<file path="src/rtl/cfgp_pkg.sv">
package cfgp_pkg;
  localparam int REG_W  = 12;
  localparam int DREG_W = REG_W - 2;
  localparam logic [31:0] ADDR_KEEP = 32'h8FFF_FFFC;

  typedef enum logic [1:0] {ST_IDLE, ST_REQ, ST_RSP} seq_st_e;

  typedef struct packed {
    logic       en;
    logic [3:0] reg_hi;
    logic [7:0] bus;
    logic [7:0] devfn;
    logic [5:0] reg_lo;
  } cfg_addr_t;

  function automatic logic [3:0] size_mask(logic [1:0] sz);
    case (sz)
      2'd0:    return 4'b0001;
      2'd1:    return 4'b0011;
      default: return 4'b1111;
    endcase
  endfunction

  function automatic logic [1:0] lane_of(logic [1:0] sz, logic [1:0] off);
    case (sz)
      2'd0:    return off;
      2'd1:    return {off[1], 1'b0};
      default: return 2'd0;
    endcase
  endfunction

  function automatic logic [3:0] be_of(logic [1:0] sz, logic [1:0] off);
    return size_mask(sz) << lane_of(sz, off);
  endfunction

  function automatic logic [31:0] lanes_in(logic [31:0] d, logic [1:0] lane);
    return d << {lane, 3'b000};
  endfunction

  function automatic logic [31:0] lanes_out(logic [31:0] d, logic [1:0] sz, logic [1:0] lane);
    logic [31:0] s;
    s = d >> {lane, 3'b000};
    case (sz)
      2'd0:    return {24'h0, s[7:0]};
      2'd1:    return {16'h0, s[15:0]};
      default: return s;
    endcase
  endfunction

  function automatic cfg_addr_t unpack_addr(logic [31:0] w);
    cfg_addr_t a;
    a.en     = w[31];
    a.reg_hi = w[27:24];
    a.bus    = w[23:16];
    a.devfn  = w[15:8];
    a.reg_lo = w[7:2];
    return a;
  endfunction

  function automatic logic [31:0] pack_addr(cfg_addr_t a);
    return {a.en, 3'b000, a.reg_hi, a.bus, a.devfn, a.reg_lo, 2'b00};
  endfunction
endpackage

</file>
<file path="src/rtl/cfgp_addr_latch.sv">
module cfgp_addr_latch
  import cfgp_pkg::*;
(
  input  logic        clk,
  input  logic        rst_n,
  input  logic        load,
  input  logic [31:0] wdata,
  output cfg_addr_t   cur
);
  always_ff @(posedge clk) begin
    if (!rst_n)     cur <= '0;
    else if (load)  cur <= unpack_addr(wdata);
  end

  AST_LOAD_VALUE: assert property (@(posedge clk) disable iff (!rst_n)
    load |=> pack_addr(cur) == ($past(wdata) & ADDR_KEEP));
endmodule

</file>
<file path="src/rtl/cfgp_decode.sv">
module cfgp_decode
  import cfgp_pkg::*;
#(
  parameter int               IO_AW     = 16,
  parameter logic [IO_AW-1:0] ADDR_PORT = 16'hCF8,
  parameter logic [IO_AW-1:0] DATA_PORT = 16'hCFC
)(
  input  logic [IO_AW-1:0] io_addr,
  input  logic [1:0]       io_size,
  output logic             hit_aport,
  output logic             aport_exact,
  output logic             hit_win,
  output logic [1:0]       lane,
  output logic [3:0]       be
);
  localparam int HI = IO_AW - 1;

  assign hit_aport   = (io_addr[HI:2] == ADDR_PORT[HI:2]);
  assign aport_exact = (io_addr == ADDR_PORT);
  assign hit_win     = (io_addr[HI:2] == DATA_PORT[HI:2]);
  assign lane        = lane_of(io_size, io_addr[1:0]);
  assign be          = be_of(io_size, io_addr[1:0]);
endmodule

</file>
<file path="src/rtl/cfgp_seq.sv">
module cfgp_seq
  import cfgp_pkg::*;
(
  input  logic clk,
  input  logic rst_n,
  input  logic start,
  input  logic is_wr,
  input  logic dn_ready,
  input  logic dn_rvalid,
  output logic idle,
  output logic dn_valid,
  output logic wr_done,
  output logic rd_done
);
  seq_st_e st, nxt;

  always_comb begin
    nxt = st;
    case (st)
      ST_IDLE: if (start)     nxt = ST_REQ;
      ST_REQ:  if (dn_ready)  nxt = is_wr ? ST_IDLE : ST_RSP;
      ST_RSP:  if (dn_rvalid) nxt = ST_IDLE;
      default:                nxt = ST_IDLE;
    endcase
  end

  always_ff @(posedge clk) begin
    if (!rst_n) st <= ST_IDLE;
    else        st <= nxt;
  end

  assign idle     = (st == ST_IDLE);
  assign dn_valid = (st == ST_REQ);
  assign wr_done  = (st == ST_REQ) && dn_ready && is_wr;
  assign rd_done  = (st == ST_RSP) && dn_rvalid;

  AST_REQ_HOLD: assert property (@(posedge clk) disable iff (!rst_n)
    (dn_valid && !dn_ready) |=> dn_valid);
endmodule

</file>
<file path="src/rtl/cfg_port_bridge.sv">
module cfg_port_bridge
  import cfgp_pkg::*;
#(
  parameter int               IO_AW     = 16,
  parameter logic [IO_AW-1:0] ADDR_PORT = 16'hCF8,
  parameter logic [IO_AW-1:0] DATA_PORT = 16'hCFC
)(
  input  logic              clk,
  input  logic              rst_n,
  input  logic              io_valid,
  input  logic              io_wr,
  input  logic [IO_AW-1:0]  io_addr,
  input  logic [1:0]        io_size,
  input  logic [31:0]       io_wdata,
  output logic              io_ready,
  output logic [31:0]       io_rdata,
  output logic              dn_valid,
  input  logic              dn_ready,
  output logic              dn_write,
  output logic [7:0]        dn_bus,
  output logic [7:0]        dn_devfn,
  output logic [DREG_W-1:0] dn_dreg,
  output logic [3:0]        dn_be,
  output logic [31:0]       dn_wdata,
  input  logic              dn_rvalid,
  input  logic [31:0]       dn_rdata
);
  logic      hit_aport, aport_exact, hit_win;
  logic [1:0] lane;
  logic [3:0] be;
  cfg_addr_t  cur;
  logic       load_evt, start_evt, quick_evt;
  logic       idle, wr_done, rd_done;

  cfgp_decode #(.IO_AW(IO_AW), .ADDR_PORT(ADDR_PORT), .DATA_PORT(DATA_PORT)) u_dec (
    .io_addr(io_addr), .io_size(io_size), .hit_aport(hit_aport),
    .aport_exact(aport_exact), .hit_win(hit_win), .lane(lane), .be(be)
  );

  assign load_evt  = io_valid && io_wr && aport_exact && io_size[1];
  assign start_evt = idle && io_valid && hit_win && cur.en;
  assign quick_evt = idle && io_valid && !(hit_win && cur.en);

  cfgp_addr_latch u_addr (
    .clk(clk), .rst_n(rst_n), .load(load_evt), .wdata(io_wdata), .cur(cur)
  );

  cfgp_seq u_seq (
    .clk(clk), .rst_n(rst_n), .start(start_evt), .is_wr(io_wr),
    .dn_ready(dn_ready), .dn_rvalid(dn_rvalid), .idle(idle),
    .dn_valid(dn_valid), .wr_done(wr_done), .rd_done(rd_done)
  );

  assign io_ready = quick_evt || wr_done || rd_done;

  always_comb begin
    if (rd_done)        io_rdata = lanes_out(dn_rdata, io_size, lane);
    else if (hit_aport) io_rdata = lanes_out(pack_addr(cur), io_size, lane);
    else                io_rdata = '1;
  end

  assign dn_write = io_wr;
  assign dn_bus   = cur.bus;
  assign dn_devfn = cur.devfn;
  assign dn_dreg  = {cur.reg_hi, cur.reg_lo};
  assign dn_be    = be;
  assign dn_wdata = lanes_in(io_wdata, lane);

  AST_NO_REQ_WHEN_OFF: assert property (@(posedge clk) disable iff (!rst_n)
    dn_valid |-> cur.en);
  AST_BE_SHAPE: assert property (@(posedge clk) disable iff (!rst_n)
    dn_valid |-> ($countones(dn_be) == 1 || $countones(dn_be) == 2 || $countones(dn_be) == 4));
  AST_REQ_STABLE: assert property (@(posedge clk) disable iff (!rst_n)
    (dn_valid && !dn_ready) |=> ($stable(dn_be) && $stable(dn_wdata) && $stable(dn_dreg) && $stable(dn_write)));
  AST_ADDR_HOLD: assert property (@(posedge clk) disable iff (!rst_n)
    !load_evt |=> $stable(cur));
  AST_RD_NEEDS_RSP: assert property (@(posedge clk) disable iff (!rst_n)
    (io_valid && io_ready && !io_wr && hit_win && cur.en) |-> dn_rvalid);
  AST_OFF_RD_ONES: assert property (@(posedge clk) disable iff (!rst_n)
    (io_valid && io_ready && !io_wr && hit_win && !cur.en) |-> (io_rdata == 32'hFFFF_FFFF));
endmodule

</file>
<file path="config.mk">
export PLATFORM = sky130hd
export DESIGN_NAME = cfg_port_bridge
export DESIGN_NICKNAME = d
export VERILOG_FILES = /design/src/rtl/cfgp_pkg.sv /design/src/rtl/cfgp_addr_latch.sv /design/src/rtl/cfgp_decode.sv /design/src/rtl/cfgp_seq.sv /design/src/rtl/cfg_port_bridge.sv
export SDC_FILE = /design/constraint.sdc
export NUM_CORES = 1
export LEC_CHECK = 0
export ABC_AREA = 0
export BUFFER_PORTS_ARGS = -buffer_cell sky130_fd_sc_hd__buf_4
export CELL_PAD_IN_SITES_DETAIL_PLACEMENT = 0
export CELL_PAD_IN_SITES_GLOBAL_PLACEMENT = 2
export CORE_AREA = 2 2 122 124
export CTS_CLUSTER_DIAMETER = 150
export DETAILED_ROUTE_END_ITERATION = 10
export DIE_AREA = 0 0 124 126
export PLACE_DENSITY = 0.93
export SLEW_MARGIN = 20
export SYNTH_ARGS = -nofsm -noshare
export SYNTH_HDL_FRONTEND = slang
export SYNTH_SLANG_ARGS = --single-unit
</file>
<file path="constraint.sdc">
create_clock -name clk -period 1.7 [get_ports clk]
set_input_delay 0.085 -clock clk [delete_from_list [all_inputs] [get_ports clk]]
set_output_delay 0.085 -clock clk [all_outputs]
set_load 0.005 [all_outputs]
</file>
After elaboration in Yosys (flattened, before gate mapping)
Index checks and enable logic that the tools add are counted.
{"block": "totals", "reg_bits": 29, "output_inout_bits": 97, "wordCells": 47}
{"block": "classes", "n_eq_ne": 9, "shift": 4, "mux": 11, "n_reduce_logical": 17}
{"operator": "$pmux 32 s2", "n": 2}
{"operator": "$mux 32", "n": 2}
{"operator": "$shr 32x5->32", "n": 2}
{"operator": "$shl 32x5->32", "n": 1}
{"operator": "$eq 14x10->1 const B", "n": 2}
{"operator": "$eq 16x12->1 const B", "n": 1}
{"operator": "$logic_and 1x1->1", "n": 11}
{"operator": "$mux 2", "n": 4}
{"operator": "$pmux 4 s2", "n": 1}
{"operator": "$pmux 2 s3", "n": 1}
{"operator": "$eq 2x1->1 const B", "n": 2}
{"operator": "$logic_not 2->1", "n": 2}
{"operator": "$ne 2x2->1 const B", "n": 2}
{"operator": "$pmux 2 s2", "n": 1}
{"operator": "$shl 4x2->4", "n": 1}
{"operator": "$reduce_and 3->1", "n": 1}
{"operator": "$eq 2x2->1 const B", "n": 1}
{"operator": "$logic_or 1x1->1", "n": 2}
{"operator": "$ne 2x1->1 const B", "n": 1}
{"operator": "$logic_not 1->1", "n": 1}

Logic depth before layout (Yosys ltp)
Gate-level depths: netlist of the first run.
{"block": "depth", "word_depth": 6, "depth_mapped": 7}

Modules after synthesis
From an unflattened synthesis of the first run, not the netlist that was laid out.
{"block": "hier_totals", "cells_unflattened": 369, "area_unflattened_um2": 3143.0}
{"module": "cfg_port_bridge", "n_inst": 1, "cells_each": 251, "area_per_inst_um2": 1861.8, "seq_area_each_um2": 0.0}
{"module": "cfgp_addr_latch", "n_inst": 1, "cells_each": 86, "area_per_inst_um2": 1038.5, "seq_area_each_um2": 540.5}
{"module": "cfgp_decode", "n_inst": 1, "cells_each": 18, "area_per_inst_um2": 125.1, "seq_area_each_um2": 0.0}
{"module": "cfgp_seq", "n_inst": 1, "cells_each": 14, "area_per_inst_um2": 117.6, "seq_area_each_um2": 40.0}

Least setup slack after synthesis of the first run
OpenSTA, ideal clock, no wires.
{"block": "synth_timing", "kind": "register -> output", "start": "reg u_seq.st[0]", "end": "out io_rdata[11]", "t_arrival_ns": 1.331, "setup_slack_ns": 0.284, "path_stages_with_launch": 7, "n_path_buf": 2, "cell_sequence": "dfxtp_1 -> and3b_1 -> buf_6 -> buf_12 -> mux2i_1 -> mux2_2 -> o21ai_2"}
{"block": "synth_between", "elab_chain_len": 3}
{"element": "start, declared", "line_no": "cfgp_seq.sv:15", "text": "seq_st_e st, nxt;"}
{"element": "start signal, assigned", "line_no": "cfgp_seq.sv:29", "text": "else st <= nxt;"}
{"element": "$eq 2x2->1", "line_no": "cfgp_seq.sv:35", "text": "assign rd_done = (st == ST_RSP) && dn_rvalid;"}
{"element": "$logic_and 1x1->1", "line_no": "cfgp_seq.sv:35"}
{"element": "$mux 32", "line_no": "cfg_port_bridge.sv:57", "text": "if (rd_done) io_rdata = lanes_out(dn_rdata, io_size, lane);"}
{"element": "end, declared", "line_no": "cfg_port_bridge.sv:16", "text": "output logic [31:0] io_rdata,"}
Every way passes these cells.

Final worst setup path of the first run
Ends and elaborated chain as after synthesis.

==> results of run 1 <==
## power by group
part / leakage (nW) / internal, W / switching (W)
Clock: 0.0841 / 0.000730 / 0.000283
Sequential: 0.234 / 0.000681 / 0.00000000186
Combinational: 1.79 / 0.000352 / 0.000334
Total: 2.11 / 0.00176 / 0.000617
## layout make-up
type,count,area share [%]
clock buffers,7,2.77
clock inverters,1,0.583
inverters,6,0.437
multi-input cells,330,44.2
flip-flops and latches,29,11.3
well taps,184,4.47
repair buffers,231,36.3
## placed cells by master (no fill, tap or decap), types with 5 or more instances in the layout
master | Yosys | layout
mux2_2 | 10 | 7
a22oi_2 | 2 | 6
buf_12 | 1 | 6
buf_4 | 29 | 219
inv_1 | 5 | 5
mux2i_1 | 29 | 29
nand2_1 | 21 | 20
a211o_1 | 6 | 6
a2bb2oi_1 | 6 | 6
clkbuf_16 | 0 | 5
a21oi_1 | 33 | 31
and2_1 | 10 | 10
nor2_1 | 27 | 26
dfxtp_1 | 29 | 28
o21ai_1 | 4 | 12
mux2_4 | 2 | 5
o21ai_2 | 2 | 5
nand4_1 | 30 | 30
a31oi_1 | 20 | 16
a22oi_1 | 15 | 11
and3b_1 | 7 | 6
o32ai_1 | 5 | 5
o21ai_0 | 52 | 41
## through the flow
| step | total power [W] | setup TNS, ns | worst slack [ns] | cells |
|---|---|---|---|---|
| detailed placement | 0.00137 | -0.0646 | -0.0432 | 772 |
| CTS | 0.00239 | -1.04 | -0.128 | 785 |
| floorplan | 0.000946 | 0 | 0.284 | 436 |
| finish | 0.00238 | -1.14 | -0.124 | 788 |
| global placement | 0.00136 | -0.0229 | -0.0148 | 772 |
| global route | 0.00249 | -2.33 | -0.166 | 788 |
## logic make-up after synthesis
kind of cell,after synthesis,share of synthesized area (%)
AO/OA/AOI/OAI,158,30.4
AND/OR/NAND/NOR,131,23.7
buffers and inverters,77,14.3
multiplexers,41,13.5
flip-flops,29,18.1
## critical path, cell delays in order, from the launching register on
cell and delay (ns):
dfxtp_2 0.32, and3b_2 0.25, buf_12 0.14, buf_16 0.13
mux2i_1 0.11, mux2_2 0.27, o21ai_2 0.11, buf_4 0.12
## metal layers
metal	up-vias	share of wire, %
met5	-	0
met4	0	0.80
met3	10	8.2
met2	225	47
met1	1986	44
li1	1955	-
## path summary, 6_finish.rpt
kind,start,to,depth (start not counted)
max,u_seq.st[0]$_SDFFE_PN0P_,io_rdata[11],7
min,io_wdata[31],u_addr.cur[26]$_SDFFE_PN0P_,3
max reg2reg,u_seq.st[0]$_SDFFE_PN0P_,u_seq.st[0]$_SDFFE_PN0P_,4
min reg2reg,u_addr.cur[2]$_SDFFE_PN0P_,u_addr.cur[2]$_SDFFE_PN0P_,2
## sequential cells by signal, indices dropped and copies added, names as in the netlist
register    flops
u_seq.st        2
u_addr.cur     27
## what timing repair did
action,CTS,global route
endpoints found under the setup margin,21,27
buffers inserted,3,3
pin swaps,1,12
resized for setup,19,22
gates cloned,2,0
hold endpoints to repair,0,0
hold buffers,0,0
==> impl_metrics.csv, run 1 <==
group,metric,value,unit
placement,place.gp.congestion,0.800,
die,fp.dieArea,15600,µm²
die,fp.dieW,124,µm
power,irDropWorstVdd,0.000409,V
finish,fill_cells,1532,
grt,grt-ovfl-total,0,
finish,finalInstanceArea,5150,µm²
die,rows,44,
route,dr.pass1.iters,5,
finish,final_layout_size_suffix_gt1_share,46.2,%
yosys,async_reset_ff_share,0,%
yosys,synth_nets,524,
power,powerDensity,462,nW/µm²
timing,finalCritPeriodShare,107,%
grt,met1_usage,27.3,%
setup_path,worstSetupPathType,"register to output port",
placement,hpwl,12500,µm
timing,fin_ws,-0.124,ns
clock_network,clockBufferDepth,2,
clock_network,cts_sinks,29,
placement,port_buffers,184,
timing,slew_viol_final,0,
grt,grt_pass1_vias,3977,
route,wire_per_inst,20.4,µm
clock_network,htree_levels,2,
yosys,yosys-top-cells-area,"dfxtp_1 (18%), mux2i_1 (9.0%), o21ai_0 (8.1%)",
yosys,synth_most_common_cell,"o21ai_0",
grt,grtUsageMet2,31.9,%
timing,slew_headroom,69.0,%
timing,hold_viol,0,
route,drc,0,
clock_network,root_buffer,"clkbuf_16",
timing,whs,0.103,ns
setup_path,cp_max_fo,5,
yosys,ys_top_cells_by_count,"o21ai_0 (52), a21oi_1 (33), nand4_1 (30)",
yosys,netlist_area,3210,µm²
clock_network,cts_tree,"built",
grt,use_met3,3.67,%
timing,max_freq,0.548,GHz
route,totalWireLength,16100,µm
finish,multi_input_area,2280,µm²
status,failed_checks,"negative setup slack",
yosys,netlist_instances,436,
route,drt_iter0_drc,336,
setup_path,arrival,1.74,ns
timing,tightest_slew,0.464,ns
timing,rsz0062_at_grt,"true",
placement,dpl_cell_area,4730,µm²
yosys,yosysSeqAreaShare,18.1,%
die,die_height,126,µm
setup_path,cp-start-kind,"register",
route,vias,4176,
timing,finalSetupViolations,22,
finish,antenna_cells_inserted,0,
yosys,synth_top_area_share,18.1,%
die,core_area,14300,µm²
yosys,yosysWarningCount,0,
worst_hold_path,min_path_type,"input port to register",
finish,layout.nets,691,
status,status,"complete, but fails checks",
grt,grtUsageTotal,19.7,%
die,start_util,22.4,%
yosys,synth_top_cell_by_area,"dfxtp_1",
yosys,synth-edff-count,0,
yosys,syn-mean-instance-area,7.36,µm²
power,leakage,2.11,nW
grt,grt_pass1_wl,23700,µm
setup_path,reg2reg_slack,0.60,ns
run,max-cap-violations,0,
route,ant_nets,0,
die,io_pins,185,
grt,grt_max_degree,30,
clock_network,clock_latency,0.27,ns
yosys,yosys.cell_types.count,53,
setup_path,endpoint_kind,"output port",
setup_path,critPathRequiredTime,1.62,ns
yosys,ys_ff_latch,29,
grt,grt_busiest_layer,"met2",
finish,final-seq-area,582,µm²
finish,synthToLayoutAreaGrowth,60.4,%
finish,final_util,36.0,%
clock_network,clk_pin_slew_worst_paths,0.05,ns
grt,antenna_found_initial,0,
route,drt-vias-per-instance,5.30,
timing,finalCriticalPeriod,1.82,ns
timing,skew,0.00613,ns
yosys,ys.flop_type,"dfxtp_1",
clock_network,cts_inserted_buffers,5,
Power figures use the tool's default switching activity.
==> run 2, diff against run 1 <==
- CORE_AREA: 2 2 122 124 -> 2 2 118 120
- DIE_AREA: 0 0 124 126 -> 0 0 120 122
- SYNTH_HIERARCHICAL: unset -> 1
- TNS_END_PERCENT: unset -> 20
==> run 2 against run 1 <==
  * The flow still finishes with violations (negative setup slack)
  * Worst hold slack worse by 0.024 ns
  * Synthesized cell count down 15%
  * Die area decreased by 6.3%
  * Total power rose by 2.2%
  * Core utilization is 4.7 points higher
  * Global-route usage fell by 2.4 points
  * Via count down 10%
  * Flip-flop and latch count is the same
  * Design area rose by 6.6%
  * Clock-buffer cell count decreased by 1
  * Routed wire length down 17%
  * Critical endpoint is now io_rdata[9]
  * Largest power group unchanged
==> impl_metrics.csv, run 2 <==
group,metric,value,unit
status,status,"complete, but fails checks",
status,failed_checks,"negative setup slack",
route,drt-vias-per-instance,4.85,
die,io_pins,185,
clock_network,cts_tree,"built",
clock_network,holdBufCountCts,0,
grt,grt_max_degree,30,
power,irDropWorstVdd,0.000380,V
timing,skew,0.000637,ns
worst_hold_path,hold_path.startpoint,"io_wdata[27]",
timing,finalCriticalPeriod,2.01,ns
die,start_util,23.3,%
finish,finalInstanceArea,5490,µm²
clock_network,clock_latency,0.27,ns
clock_network,cts_sinks,29,
route,wire_per_inst,17.2,µm
grt,grt_pass1_wl,19900,µm
finish,final_cell_mix,"buf_4 (227), mux2i_1 (78), nor2b_1 (39)",
grt,grt_pass1_vias,3741,
yosys,synth_most_common_cell,"mux2i_1",
route,vias,3742,
run,max-cap-violations,0,
worst_hold_path,min_path_cells,3,
power,powerDensity,443,nW/µm²
route,drt_iter0_drc,162,
setup_path,r2r_end,"u_seq/st[1]$_SDFFE_PN0P_",
finish,layout.nets,678,
finish,largest_register_ff_count,27,
yosys,synth_top_area_share,25.2,%
finish,fin_cells,771,
grt,antenna_found_initial,0,
timing,hold_viol,0,
placement,port_buffers,184,
yosys,ys_top_cells_by_count,"mux2i_1 (79), nor2b_1 (40), dfxtp_1 (29), nor2_1 (29), nand2_1 (22)",
setup_path,critPathRequiredTime,1.62,ns
setup_path,cp-start-kind,"register",
setup_path,r2r_cells,7,
grt,grtUsageTotal,17.3,%
timing,rsz0062_at_grt,"true",
setup_path,path_delay_family,"multiplexers",
setup_path,cpMaxStageDelayCell,"mux4_2",
setup_path,r2r_start,"u_seq/st[1]$_SDFFE_PN0P_",
setup_path,crit_chain,"nand2_2 -> nor2_4 -> buf_6 -> mux4_2 -> a221o_1 -> buf_4",
timing,slew_headroom,67.4,%
placement,place_inst,756,
timing,fin_setup_tns,-3.67,ns
clock_network,clk_pin_slew_worst_paths,0.06,ns
grt,grt-ovfl-total,0,
yosys,yosysSeqAreaShare,18.5,%
placement,place.gp.congestion,0.827,
finish,synthToLayoutAreaGrowth,74.8,%
setup_path,endpoint_kind,"output port",
setup_path,worstSetupPathType,"register to output port",
timing,tightest_slew,0.488,ns
timing,finalCritPeriodShare,118,%
die,die_height,122,µm
finish,regMostFlops,"u_addr/cur",
yosys,ys_ff_latch,29,
yosys,synth_top_cell_by_area,"mux2i_1",
placement,dpl_cell_area,4980,µm²
die,fp.dieArea,14600,µm²
yosys,netlist_instances,369,
route,totalWireLength,13300,µm
clock_network,clockBufferDepth,2,
yosys,synth-edff-count,0,
yosys,synth_nets,457,
yosys,yosys.cell_types.count,58,
timing,fin_ws,-0.311,ns
finish,top_regs,"u_addr/cur x27, u_seq/st x2",
die,rows,43,
route,drc,0,
die,fp.dieW,120,µm
yosys,ys.flop_type,"dfxtp_1",
setup_path,cp_max_fo,7,
yosys,yosys-top-cells-area,"mux2i_1 (25%), dfxtp_1 (18%), nor2b_1 (8.0%)",
die,core_area,13500,µm²
setup_path,arrival,1.93,ns
finish,final_layout_size_suffix_gt1_share,51.4,%
finish,antenna_cells_inserted,0,
clock_network,root_buffer,"clkbuf_16",
placement,hpwl,10600,µm
worst_hold_path,hold_end,"u_addr/cur[25]$_SDFFE_PN0P_",
timing,finalSetupViolations,29,
timing,slew_viol_final,0,
setup_path,worst_path_largest_cell_delay,0.49,ns
worst_hold_path,min_path_type,"input port to register",
timing,max_freq,0.497,GHz
yosys,syn-mean-instance-area,8.52,µm²
route,dr.pass1.iters,7,
clock_network,cts_inserted_buffers,5,
clock_network,htree_levels,2,
route,ant_nets,0,
yosys,yosysWarningCount,6,
finish,layout.cells.most_common,"buf_4",
yosys,async_reset_ff_share,0,%
timing,whs,0.0791,ns
setup_path,reg2reg_slack,0.39,ns
power,leakage,2.19,nW
yosys,netlist_area,3140,µm²
setup_path,cp_num_buf_inv,2,
run 2: cell count changes after synthesis, moves of 7 or more:
cell | previous run | this run
a211oi_1 | 1 | 8
a21oi_1 | 33 | 10
a22oi_1 | 15 | 4
a31oi_1 | 20 | 0
buf_2 | 18 | 11
buf_4 | 29 | 4
clkbuf_1 | 19 | 4
mux2i_1 | 29 | 79
nand4_1 | 30 | 1
nor2b_1 | 3 | 40
o21ai_0 | 52 | 7
o21ai_1 | 4 | 15
run 2: per-layer routing:
metal  vias to the layer above  GRT usage, %  share of wire (%)
met5                         -             0                  0
met4                         0          3.46                1.2
met3                        12          3.14                6.0
met2                       152          29.6                 49
met1                      1766          22.7                 44
li1                       1812             -                  -
run 2: power by group:
group	internal (W)	total, W	switching (W)	leakage [nW]
Sequential	0.000680	0.000680	0.00000000195	0.234
Combinational	0.000396	0.000706	0.000309	1.87
Clock	0.000730	0.00105	0.000316	0.0831
Total	0.00181	0.00243	0.000626	2.19
run 2: metrics by stage:
step | util (%) | setup slack (ns) | total power, W
after floorplan | - | 0.0201 | 0.000958
after global placement | 36.8 | -0.190 | 0.00136
after detailed placement | 36.8 | -0.226 | 0.00137
after CTS | 39.4 | -0.339 | 0.00245
after global routing | 40.7 | -0.367 | 0.00254
final | 40.7 | -0.311 | 0.00243
run 2: worst register-to-register path, stage by stage, from the launching register on:
cell	delay, ns
dfxtp_2	0.32
buf_4	0.12
buf_4	0.14
nor2_1	0.13
nand2_1	0.06
nor2_1	0.13
nor2b_1	0.15
o221a_1	0.19
run 2: kinds of logic after synthesis:
group | Yosys count | share of synthesized area [%]
and+or+nand+nor | 126 | 22.3
AOI/OAI and AO/OA | 87 | 20.1
buffers and inverters | 37 | 8.44
DFF | 29 | 18.5
muxes | 90 | 30.7
run 2: final cells by class:
cell class / count / area (µm²)
clock inverter: 2 / 37.5
timing repair buffer: 246 / 1970
fill: 1377 / 8010
tap: 180 / 225
sequential: 29 / 583
multi-input combinational: 303 / 2510
clock buffer: 6 / 139
inverter: 5 / 23.8
run 2: worst max path at each step:
stage | from | to | slack, ns | cells past startpoint
after CTS | u_seq/st[1]$_SDFFE_PN0P_ | io_rdata[9] | -0.34 | 6
after global placement | io_addr[13] | u_addr/cur[9]$_SDFFE_PN0P_ | -0.19 | 9
after global routing | u_seq/st[1]$_SDFFE_PN0P_ | io_rdata[8] | -0.37 | 8
final | u_seq/st[1]$_SDFFE_PN0P_ | io_rdata[9] | -0.31 | 6
after floorplan | io_addr[13] | io_rdata[6] | 0.02 | 6
after detailed placement | io_addr[13] | u_addr/cur[7]$_SDFFE_PN0P_ | -0.23 | 9
run 2: repair_timing:
| item | in CTS | in global routing |
|---|---|---|
| pin swaps | 9 | 9 |
| cloned | 0 | 0 |
| setup endpoints to repair | 36 | 65 |
| setup buffers | 2 | 6 |
| resized for setup | 28 | 31 |
==> run 3, diff against run 2 <==
- BUFFER_PORTS_ARGS: -buffer_cell sky130_fd_sc_hd__buf_4 -> unset
- CORE_AREA: 2 2 118 120 -> 2 2 100 102
- DIE_AREA: 0 0 120 122 -> 0 0 102 104
- DONT_BUFFER_PORTS: unset -> 1
- PLACE_DENSITY: 0.93 -> 0.85
- SETUP_SLACK_MARGIN: unset -> 0.4
==> run 3 against run 2 <==
  * The flow still finishes with violations (negative setup slack)
  * Global-route usage up 3.4 points
  * Routed wire length down 11%
  * Critical path type unchanged
  * Total power down 30%
  * Final cell count down 28%
  * Core utilization up 5.6 points
  * Clock-buffer cell count unchanged
==> impl_metrics.csv, run 3 (same netlist as run 2, synthesis figures left out) <==
group,metric,value,unit
clock_network,htree_levels,2,
die,start_util,32.9,%
route,vias,3111,
timing,finalCritPeriodShare,113,%
die,die_height,104,µm
placement,place.gp.congestion,0.888,
clock_network,cts_inserted_buffers,5,
clock_network,clock_latency,0.28,ns
route,drt-vias-per-instance,5.59,
power,intPower,0.00118,W
power,pwr-share-clk,33.6,%
route,ant_nets,0,
placement,dpl_cell_area,3440,µm²
grt,antenna_found_initial,0,
placement,port_buffers,0,
finish,largest_register_ff_count,27,
finish,layout.cells.most_common,"mux2i_1",
finish,layout.nets,511,
route,drc,0,
power,powerDensity,386,nW/µm²
timing,hold_viol,0,
timing,skew,0.000245,ns
power,leakage,1.39,nW
status,failed_checks,"negative setup slack",
die,fp.dieW,102,µm
grt,grt_busiest_layer,"met2",
finish,fin_cells,557,
timing,max_freq,0.520,GHz
power,p_sw,0.000520,W
die,rows,36,
finish,regMostFlops,"u_addr/cur",
timing,finalSetupViolations,14,
grt,use_met3,7.19,%
grt,grt_pass1_vias,3113,
setup_path,crit_chain,"nand2_2 -> nor2_4 -> buf_12 -> mux4_2 -> a221o_1",
power,irDropWorstVdd,0.000218,V
finish,final_layout_size_suffix_gt1_share,32.1,%
clock_network,cts_sinks,29,
timing,rsz0062_at_grt,"true",
grt,grt-ovfl-total,0,
route,dr.pass1.iters,4,
clock_network,cts_tree,"built",
timing,fin_setup_tns,-1.53,ns
grt,grt_max_degree,33,
setup_path,cpMaxStageDelayCell,"mux4_2",
setup_path,endpoint_kind,"output port",
power,finalPower,0.00170,W
timing,tightest_slew,0.878,ns
worst_hold_path,min_path_type,"input port to register",
clock_network,root_buffer,"clkbuf_8",
power,comb_power_share,26.6,%
grt,met1_usage,23.3,%
finish,antenna_cells_inserted,0,
placement,hpwl,8450,µm
clock_network,clk_pin_slew_worst_paths,0.07,ns
die,fp.dieArea,10600,µm²
clock_network,clockBufferDepth,2,
run,max-cap-violations,0,
setup_path,arrival,1.84,ns
finish,finalInstanceArea,4420,µm²
route,wire_per_inst,21.3,µm
timing,slew_headroom,41.5,%
finish,top_regs,"u_addr/cur x27, u_seq/st x2",
grt,grt_pass1_wl,17300,µm
power,switching_share,30.5,%
route,drt_iter0_drc,110,
finish,final_cell_mix,"mux2i_1 (68), nor2b_1 (36), buf_4 (32)",
setup_path,cp-start-kind,"register",
grt,grtUsageMet2,37.3,%
status,status,"complete, but fails checks",
timing,fin_ws,-0.223,ns
setup_path,worstSetupPathType,"register to output port",
grt,grtUsageTotal,20.6,%
power,pwr-share-seq,39.8,%
finish,synthToLayoutAreaGrowth,40.5,%
timing,slew_viol_final,0,
timing,finalCriticalPeriod,1.92,ns
die,core_area,9550,µm²
finish,fill_cells,950,
setup_path,cp_max_fo,8,
die,io_pins,185,
route,totalWireLength,11900,µm
placement,place_inst,502,
setup_path,worst_path_largest_cell_delay,0.50,ns
setup_path,critPathRequiredTime,1.62,ns
placement,dp_worst_setup_slack,-0.00542,ns
## run 3: changes by cell type in the layout (fill, tap and decap cells not counted), moves of 7 or more
| cell | change |
|---|---|
| buf_4 | -195 |
| buf_6 | -7 |
| dlygate4sd3_1 | +28 |
| mux2i_1 | -10 |
| nor2_1 | -7 |
## run 3: cell type report
class / instances / area, µm² / area share (%)
repair inverters: 1 / 8.76 / 0.198
well taps: 133 / 166 / 3.77
clock inverters: 2 / 10.0 / 0.227
repair buffers: 78 / 822 / 18.6
flip-flops and latches: 29 / 583 / 13.2
inverters: 5 / 31.3 / 0.708
multi-input cells: 303 / 2720 / 61.6
clock buffers: 6 / 72.6 / 1.64
## run 3: power groups by stage
stage	Sequential [W]	Clock (W)	Combinational, W
after CTS	0.000679	0.000601	0.000413
after global placement	0.000695	0	0.000321
after global routing	0.000678	0.000624	0.000483
after detailed placement	0.000695	0	0.000325
after floorplan	0.000695	0	0.000269
final	0.000679	0.000572	0.000454
## run 3: final timing paths
| check | from | endpoint | slack (ns) | cells after the start |
|---|---|---|---|---|
| setup / recovery | u_seq/st[1]$_SDFFE_PN0P_ | io_rdata[9] | -0.22 | 5 |
| hold / removal | io_wr | u_seq/st[1]$_SDFFE_PN0P_ | 0.06 | 2 |
| setup reg to reg | u_seq/st[1]$_SDFFE_PN0P_ | u_seq/st[1]$_SDFFE_PN0P_ | 0.30 | 8 |
| hold reg to reg | u_addr/cur[4]$_SDFFE_PN0P_ | u_addr/cur[4]$_SDFFE_PN0P_ | 0.57 | 2 |
## run 3: repair_timing
item | 4_1_cts | 5_1_grt
setup buffers | 13 | 4
cloned | 0 | 1
hold buffers | 29 | 0
resized for setup | 46 | 49
pin swaps | 30 | 38
endpoints found under the hold margin | 29 | 0
setup endpoints to repair | 79 | 81
## run 3: stage by stage
stage          hold slack [ns]  utilization, %
2_1_floorplan            0.213               -
3_3_place_gp             0.170            36.1
6_report                0.0602            46.2
4_1_cts                 0.0526            43.4
5_1_grt                 0.0489            46.2
3_5_place_dp             0.170            36.1
## run 3: critical path, delay by kind of cell (launching register included)
family | cells | cell delay, ns
buf+inv | 1 | 0.15
flops | 1 | 0.34
compound gates | 1 | 0.38
simple gates | 2 | 0.18
mux | 1 | 0.50
## run 3: layer usage
metal	routed length (µm)	vias to the layer above	part of all wire, %
li1	-	1476	-
met4	85	0	0.72
met5	0	-	0
met2	6230	118	52
met3	1060	6	8.9
met1	4500	1511	38
